===== src/rtl/rbuf_pkg.sv =====
package rbuf_pkg;
  typedef enum logic [1:0] {
    RF_IDLE = 2'd0,
    RF_REQ  = 2'd1,
    RF_DATA = 2'd2
  } refill_st_e;
endpackage


===== src/rtl/rbuf_ptrs.sv =====
module rbuf_ptrs #(
  parameter int DEPTH = 16,
  localparam int AW = $clog2(DEPTH),
  localparam int PW = AW + 1
) (
  input  logic          clk_i,
  input  logic          rst_ni,
  input  logic          wr_req_i,
  input  logic          rd_req_i,
  output logic          wr_en_o,
  output logic          rd_en_o,
  output logic [AW-1:0] waddr_o,
  output logic [AW-1:0] raddr_o,
  output logic [PW-1:0] level_o,
  output logic          full_o,
  output logic          empty_o
);
  logic [PW-1:0] wptr_q, rptr_q;

  assign level_o = wptr_q - rptr_q;
  assign empty_o = (wptr_q == rptr_q);
  // extra MSB separates full from empty when address bits match
  assign full_o  = (wptr_q[AW] != rptr_q[AW]) && (wptr_q[AW-1:0] == rptr_q[AW-1:0]);
  assign wr_en_o = wr_req_i && !full_o;
  assign rd_en_o = rd_req_i && !empty_o;
  assign waddr_o = wptr_q[AW-1:0];
  assign raddr_o = rptr_q[AW-1:0];

  always_ff @(posedge clk_i or negedge rst_ni) begin
    if (!rst_ni) begin
      wptr_q <= '0;
      rptr_q <= '0;
    end else begin
      if (wr_en_o) wptr_q <= wptr_q + 1'b1;
      if (rd_en_o) rptr_q <= rptr_q + 1'b1;
    end
  end

  assert_level_range_R3: assert property (@(posedge clk_i) disable iff (!rst_ni)
    level_o <= PW'(DEPTH));
  assert_level_up_R3: assert property (@(posedge clk_i) disable iff (!rst_ni)
    wr_en_o && !rd_en_o |=> level_o == $past(level_o) + 1'b1);
  assert_level_down_R7: assert property (@(posedge clk_i) disable iff (!rst_ni)
    rd_en_o && !wr_en_o |=> level_o == $past(level_o) - 1'b1);
  assert_full_blocks_R8: assert property (@(posedge clk_i) disable iff (!rst_ni)
    full_o && wr_req_i |=> wptr_q == $past(wptr_q));
  assert_empty_blocks_R9: assert property (@(posedge clk_i) disable iff (!rst_ni)
    empty_o && rd_req_i |=> rptr_q == $past(rptr_q));
endmodule


===== src/rtl/rbuf_store.sv =====
module rbuf_store #(
  parameter int DATA_W = 8,
  parameter int DEPTH  = 16,
  localparam int AW = $clog2(DEPTH)
) (
  input  logic              clk_i,
  input  logic              we_i,
  input  logic [AW-1:0]     waddr_i,
  input  logic [DATA_W-1:0] wdata_i,
  input  logic [AW-1:0]     raddr_i,
  output logic [DATA_W-1:0] rdata_o
);
  logic [DATA_W-1:0] mem_q [DEPTH];

  always_ff @(posedge clk_i) begin
    if (we_i) mem_q[waddr_i] <= wdata_i;
  end

  assign rdata_o = mem_q[raddr_i];
endmodule


===== src/rtl/rbuf_refill.sv =====
module rbuf_refill
  import rbuf_pkg::*;
#(
  parameter int DEPTH         = 16,
  parameter int BURST_LEN     = 8,
  parameter int REFILL_THRESH = 8,
  localparam int PW = $clog2(DEPTH) + 1,
  localparam int CW = (BURST_LEN > 1) ? $clog2(BURST_LEN) : 1
) (
  input  logic          clk_i,
  input  logic          rst_ni,
  input  logic [PW-1:0] level_i,
  input  logic          gnt_i,
  input  logic          beat_i,
  output logic          req_o,
  output logic          busy_o
);
  refill_st_e    st_q, st_d;
  logic [CW-1:0] cnt_q, cnt_d;
  logic          low;

  assign low = level_i < PW'(REFILL_THRESH);

  always_comb begin
    st_d  = st_q;
    cnt_d = cnt_q;
    unique case (st_q)
      RF_IDLE: if (low) st_d = RF_REQ;
      RF_REQ: begin
        if (gnt_i) begin
          st_d  = RF_DATA;
          cnt_d = '0;
        end
      end
      RF_DATA: begin
        if (beat_i) begin
          if (cnt_q == CW'(BURST_LEN - 1)) st_d = RF_IDLE;
          else cnt_d = cnt_q + 1'b1;
        end
      end
      default: st_d = RF_IDLE;
    endcase
  end

  always_ff @(posedge clk_i or negedge rst_ni) begin
    if (!rst_ni) begin
      st_q  <= RF_IDLE;
      cnt_q <= '0;
    end else begin
      st_q  <= st_d;
      cnt_q <= cnt_d;
    end
  end

  assign req_o  = (st_q == RF_REQ);
  assign busy_o = (st_q == RF_DATA);

  assert_req_hold_R4: assert property (@(posedge clk_i) disable iff (!rst_ni)
    req_o && !gnt_i |=> req_o);
  assert_req_cause_R4: assert property (@(posedge clk_i) disable iff (!rst_ni)
    $rose(req_o) |-> $past(level_i) < PW'(REFILL_THRESH));
  assert_req_drop_R5: assert property (@(posedge clk_i) disable iff (!rst_ni)
    req_o && gnt_i |=> !req_o);
  assert_one_burst_R5: assert property (@(posedge clk_i) disable iff (!rst_ni)
    busy_o |-> !req_o);
endmodule


===== src/rtl/burst_refill_buf.sv =====
module burst_refill_buf #(
  parameter int DATA_W        = 8,
  parameter int DEPTH         = 16,
  parameter int BURST_LEN     = 8,
  parameter int REFILL_THRESH = 8,
  localparam int AW = $clog2(DEPTH),
  localparam int PW = AW + 1
) (
  input  logic              clk_i,
  input  logic              rst_ni,
  output logic              mem_req_o,
  input  logic              mem_gnt_i,
  input  logic              mem_valid_i,
  input  logic [DATA_W-1:0] mem_data_i,
  output logic              out_valid_o,
  input  logic              out_ready_i,
  output logic [DATA_W-1:0] out_data_o,
  output logic [PW-1:0]     level_o,
  output logic              full_o,
  output logic              empty_o,
  output logic              overflow_o,
  output logic              underflow_o
);
  // the whole burst must fit above the trigger level
  if (REFILL_THRESH < 1 || REFILL_THRESH + BURST_LEN > DEPTH) begin : g_bad_thresh
    $error("refill threshold plus burst length exceeds depth");
  end
  if ((1 << AW) != DEPTH) begin : g_bad_depth
    $error("depth must be a power of two");
  end

  logic          wr_en, rd_en, busy;
  logic [AW-1:0] waddr, raddr;
  logic          primed_q, ovf_q, udf_q;

  rbuf_ptrs #(.DEPTH(DEPTH)) u_ptrs (
    .clk_i    (clk_i),
    .rst_ni   (rst_ni),
    .wr_req_i (mem_valid_i),
    .rd_req_i (out_ready_i),
    .wr_en_o  (wr_en),
    .rd_en_o  (rd_en),
    .waddr_o  (waddr),
    .raddr_o  (raddr),
    .level_o  (level_o),
    .full_o   (full_o),
    .empty_o  (empty_o)
  );

  rbuf_store #(.DATA_W(DATA_W), .DEPTH(DEPTH)) u_store (
    .clk_i   (clk_i),
    .we_i    (wr_en),
    .waddr_i (waddr),
    .wdata_i (mem_data_i),
    .raddr_i (raddr),
    .rdata_o (out_data_o)
  );

  rbuf_refill #(
    .DEPTH(DEPTH), .BURST_LEN(BURST_LEN), .REFILL_THRESH(REFILL_THRESH)
  ) u_refill (
    .clk_i   (clk_i),
    .rst_ni  (rst_ni),
    .level_i (level_o),
    .gnt_i   (mem_gnt_i),
    .beat_i  (mem_valid_i),
    .req_o   (mem_req_o),
    .busy_o  (busy)
  );

  assign out_valid_o = !empty_o;

  always_ff @(posedge clk_i or negedge rst_ni) begin
    if (!rst_ni) begin
      primed_q <= 1'b0;
      ovf_q    <= 1'b0;
      udf_q    <= 1'b0;
    end else begin
      if (wr_en) primed_q <= 1'b1;
      if (mem_valid_i && full_o) ovf_q <= 1'b1;
      if (out_ready_i && empty_o && primed_q) udf_q <= 1'b1;
    end
  end

  assign overflow_o  = ovf_q;
  assign underflow_o = udf_q;

  assert_sticky_ovf_R8: assert property (@(posedge clk_i) disable iff (!rst_ni)
    overflow_o |=> overflow_o);
  assert_ovf_cause_R8: assert property (@(posedge clk_i) disable iff (!rst_ni)
    $rose(overflow_o) |-> $past(full_o) && $past(mem_valid_i));
  assert_sticky_udf_R9: assert property (@(posedge clk_i) disable iff (!rst_ni)
    underflow_o |=> underflow_o);
  assert_udf_cause_R9: assert property (@(posedge clk_i) disable iff (!rst_ni)
    $rose(underflow_o) |-> $past(empty_o) && $past(out_ready_i));
  assert_burst_fits_R6: assert property (@(posedge clk_i) disable iff (!rst_ni)
    busy && mem_valid_i |-> !full_o);
  assert_flags_excl_R3: assert property (@(posedge clk_i) disable iff (!rst_ni)
    !(full_o && empty_o));
endmodule


===== config.mk =====
export PLATFORM = sky130hd
export DESIGN_NAME = burst_refill_buf
export DESIGN_NICKNAME = d
export VERILOG_FILES = /design/src/rtl/rbuf_pkg.sv /design/src/rtl/rbuf_ptrs.sv /design/src/rtl/rbuf_store.sv /design/src/rtl/rbuf_refill.sv /design/src/rtl/burst_refill_buf.sv
export SDC_FILE = /design/constraint.sdc
export NUM_CORES = 1
export LEC_CHECK = 0
export ABC_AREA = 1
export CAP_MARGIN = 40
export CORE_ASPECT_RATIO = 1.75
export CORE_MARGIN = 2
export CORE_UTILIZATION = 30
export DETAILED_ROUTE_END_ITERATION = 7
export PLACE_DENSITY = 0.49
export SLEW_MARGIN = 20
export SYNTH_ARGS = -nofsm -noshare
export SYNTH_HDL_FRONTEND = slang
export SYNTH_HIERARCHICAL = 1
export SYNTH_SLANG_ARGS = --single-unit

===== constraint.sdc =====
create_clock -name clk_i -period 2.4 [get_ports clk_i]
set_input_delay 0.36 -clock clk_i [delete_from_list [all_inputs] [get_ports clk_i]]
set_output_delay 0.36 -clock clk_i [all_outputs]
set_load 0.1 [all_outputs]

==> results.md, run 1 <==
- Status: finished clean
- Most common cell after layout, fill and taps aside: nand2_1
- Clk_skew: 0.00876 ns
- Clock tree buffer depth: 2
- Crit path launch type: flop
- Core Util, Final: about two fifths
- Antenna-violating nets left: 0
- Worst EP arrival: just under 2 ns
- Post-Syn Area per Cell: 9.68 sq um
- Max-Cap Viols: 0
- Clock sinks: 146
- Mapped Cells: ~710
- Final setup vio count: 0
- Clk Latency, worst-skew pair: 0.41 ns
- WL final: 18100 microns
- Final Slew Violations: 0
- Vias per inst: 4.40
- Filler instances: 2282
- Commonest non-fill, non-tap cells in the layout: 221 x nand2_1, 128 x edfxtp_1, 117 x inv_1
- Die area: 24100 sq um
- Reg area: 4300 sq um
- Hold Crit Class: in -> async
- Synth warn: 6
- Overall routing resource usage: 15.0%
- ANT cells: 0
- Crit Path Class: reg -> out
- Starting Density: 30.4%
- Post-layout min period: 2.34 ns
- Gp weighted congestion: around 0.74
- Worst-path clk slew: 0.06 ns
- Initial DRC Count: around 260
- Grt ovf: 0
- Drt pass-1 iters: 4
- Worst setup path startpoint: u_ptrs/rptr_q[0]
- WHS: around 0.29 ns
- Worst Max-Slew Pin Slew: 0.349 ns
- # DRC: 0
- Vias: between 4000 and 5000
- Top-level port count: 32
- Antenna violations before repair: 0
- Number of H-tree levels: 4
- Reg2Reg Depth: 9
- Final Hold Fails: 0
- PortBufs: 31
- Die X-Extent: 118 microns
- CTS Root Cell: clkbuf_16
- Reg-to-reg startpoint: u_ptrs/rptr_q[0]
- Area of the core: 22600 sq um
- Fmax: 0.427 GHz
- Post-Syn Area: between 6000 and 7000 sq um
- CP required: between 2 and 2.5 ns
- Largest net degree at the start of global routing: 46
- Wire per inst: 16.7 microns
- Inserted Clock Buffers: 17
- P&R area growth vs syn: 27.2%
- Chip height: 204 microns
- CP endpoint kind: output port
- Dpl hpwl: 11800 microns
- Tcrit/Tclk final: 97.5%
- Vias in the first global route: 4956
- Multi-input logic area: 2000 sq um
- Layout cells sized above 1: 18.3%
- Row count: 73
- Final nets: 798
- First-pass GRT wire length: roughly 27000 microns
- Crit path max fanout: 5
- Max-slew headroom: 76.7%
- TritonCTS clock tree: built
- Syn nets: 730
- RSZ-0062 raised after global routing: true
## worst max-delay path: stages, from the launching register on
cell,delay [ns]
dfrtp_2,0.48
ha_4,0.17
inv_2,0.04
fa_2,0.35
nand3_2,0.08
nand2_2,0.08
xor2_4,0.18
buf_12,0.19
## sequential cells by signal, summed over array words and instances (netlist names)
register / count
u_refill/cnt_q: 3
overflow_o: 1
u_ptrs/wptr_q: 5
u_refill/st_q: 2
u_ptrs/rptr_q: 5
primed_q: 1
underflow_o: 1
u_store/mem_q: 128
## per-stage QoR
stage	setup slack [ns]	setup TNS, ns	area, sq um	std cells
floorplan	-0.311	-0.701	6910	708
global placement	0.355	0	7890	1048
detailed placement	0.320	0	7890	1048
CTS	0.000877	0	8510	1084
global route	-0.0238	-0.0238	8710	1089
finish	0.0588	0	8710	1089
## path summary, 6_finish.rpt
kind	slack, ns	endpoint
worst max register to register	0.35	u_store/mem_q[11][7]
worst max-delay path	0.06	level_o[4]
worst min-delay path	0.29	u_ptrs/rptr_q[0]
worst min register to register	0.46	overflow_o
max in group asynchronous	1.89	u_ptrs/rptr_q[0]
min in group clk_i	0.46	overflow_o
## area by class of cell
| cell class | instances | area share (%) |
|---|---|---|
| clock buffers | 18 | 4.93 |
| clock inverters | 14 | 1.61 |
| inverters | 126 | 5.66 |
| multi-input cells | 403 | 22.9 |
| flip-flops and latches | 146 | 49.3 |
| well taps | 300 | 4.31 |
| repair buffers | 82 | 11.3 |
## layer usage
layer | up-vias | share of wire, % | GRT usage (%) | wire [microns]
met1 | 2284 | 37 | 15.8 | 6680
met2 | 87 | 58 | 29.3 | 10400
met4 | 0 | 2.8 | 6.54 | 512
met5 | - | 0 | 0 | 0
li1 | 2402 | - | - | -
met3 | 23 | 2.8 | 2.15 | 510
## repair_timing
action,CTS,global route
hold buffers,0,0
buffers inserted,4,1
setup endpoints to repair,7,11
pin swaps,2,5
gates resized for setup,9,23
cloned,0,4
Power of run 1 is left out: the tool's default activity adds up to more than one toggle a clock period on the data nets, which glitch-free logic cannot reach.
==> inputs of run 2 (changes only) <==
GPL_TIMING_DRIVEN = 1   (was default)
==> results of run 2 <==
Same layout as run 1: the final DEF is identical, and so are final timing and power.
Power of run 2 is left out for the same reason.
==> inputs of run 3 (changes only) <==
GPL_ROUTABILITY_DRIVEN = 0   (was default)
==> results of run 3 <==
Same layout as run 1: the final DEF is identical, and so are final timing and power.
Power of run 3 is left out for the same reason.
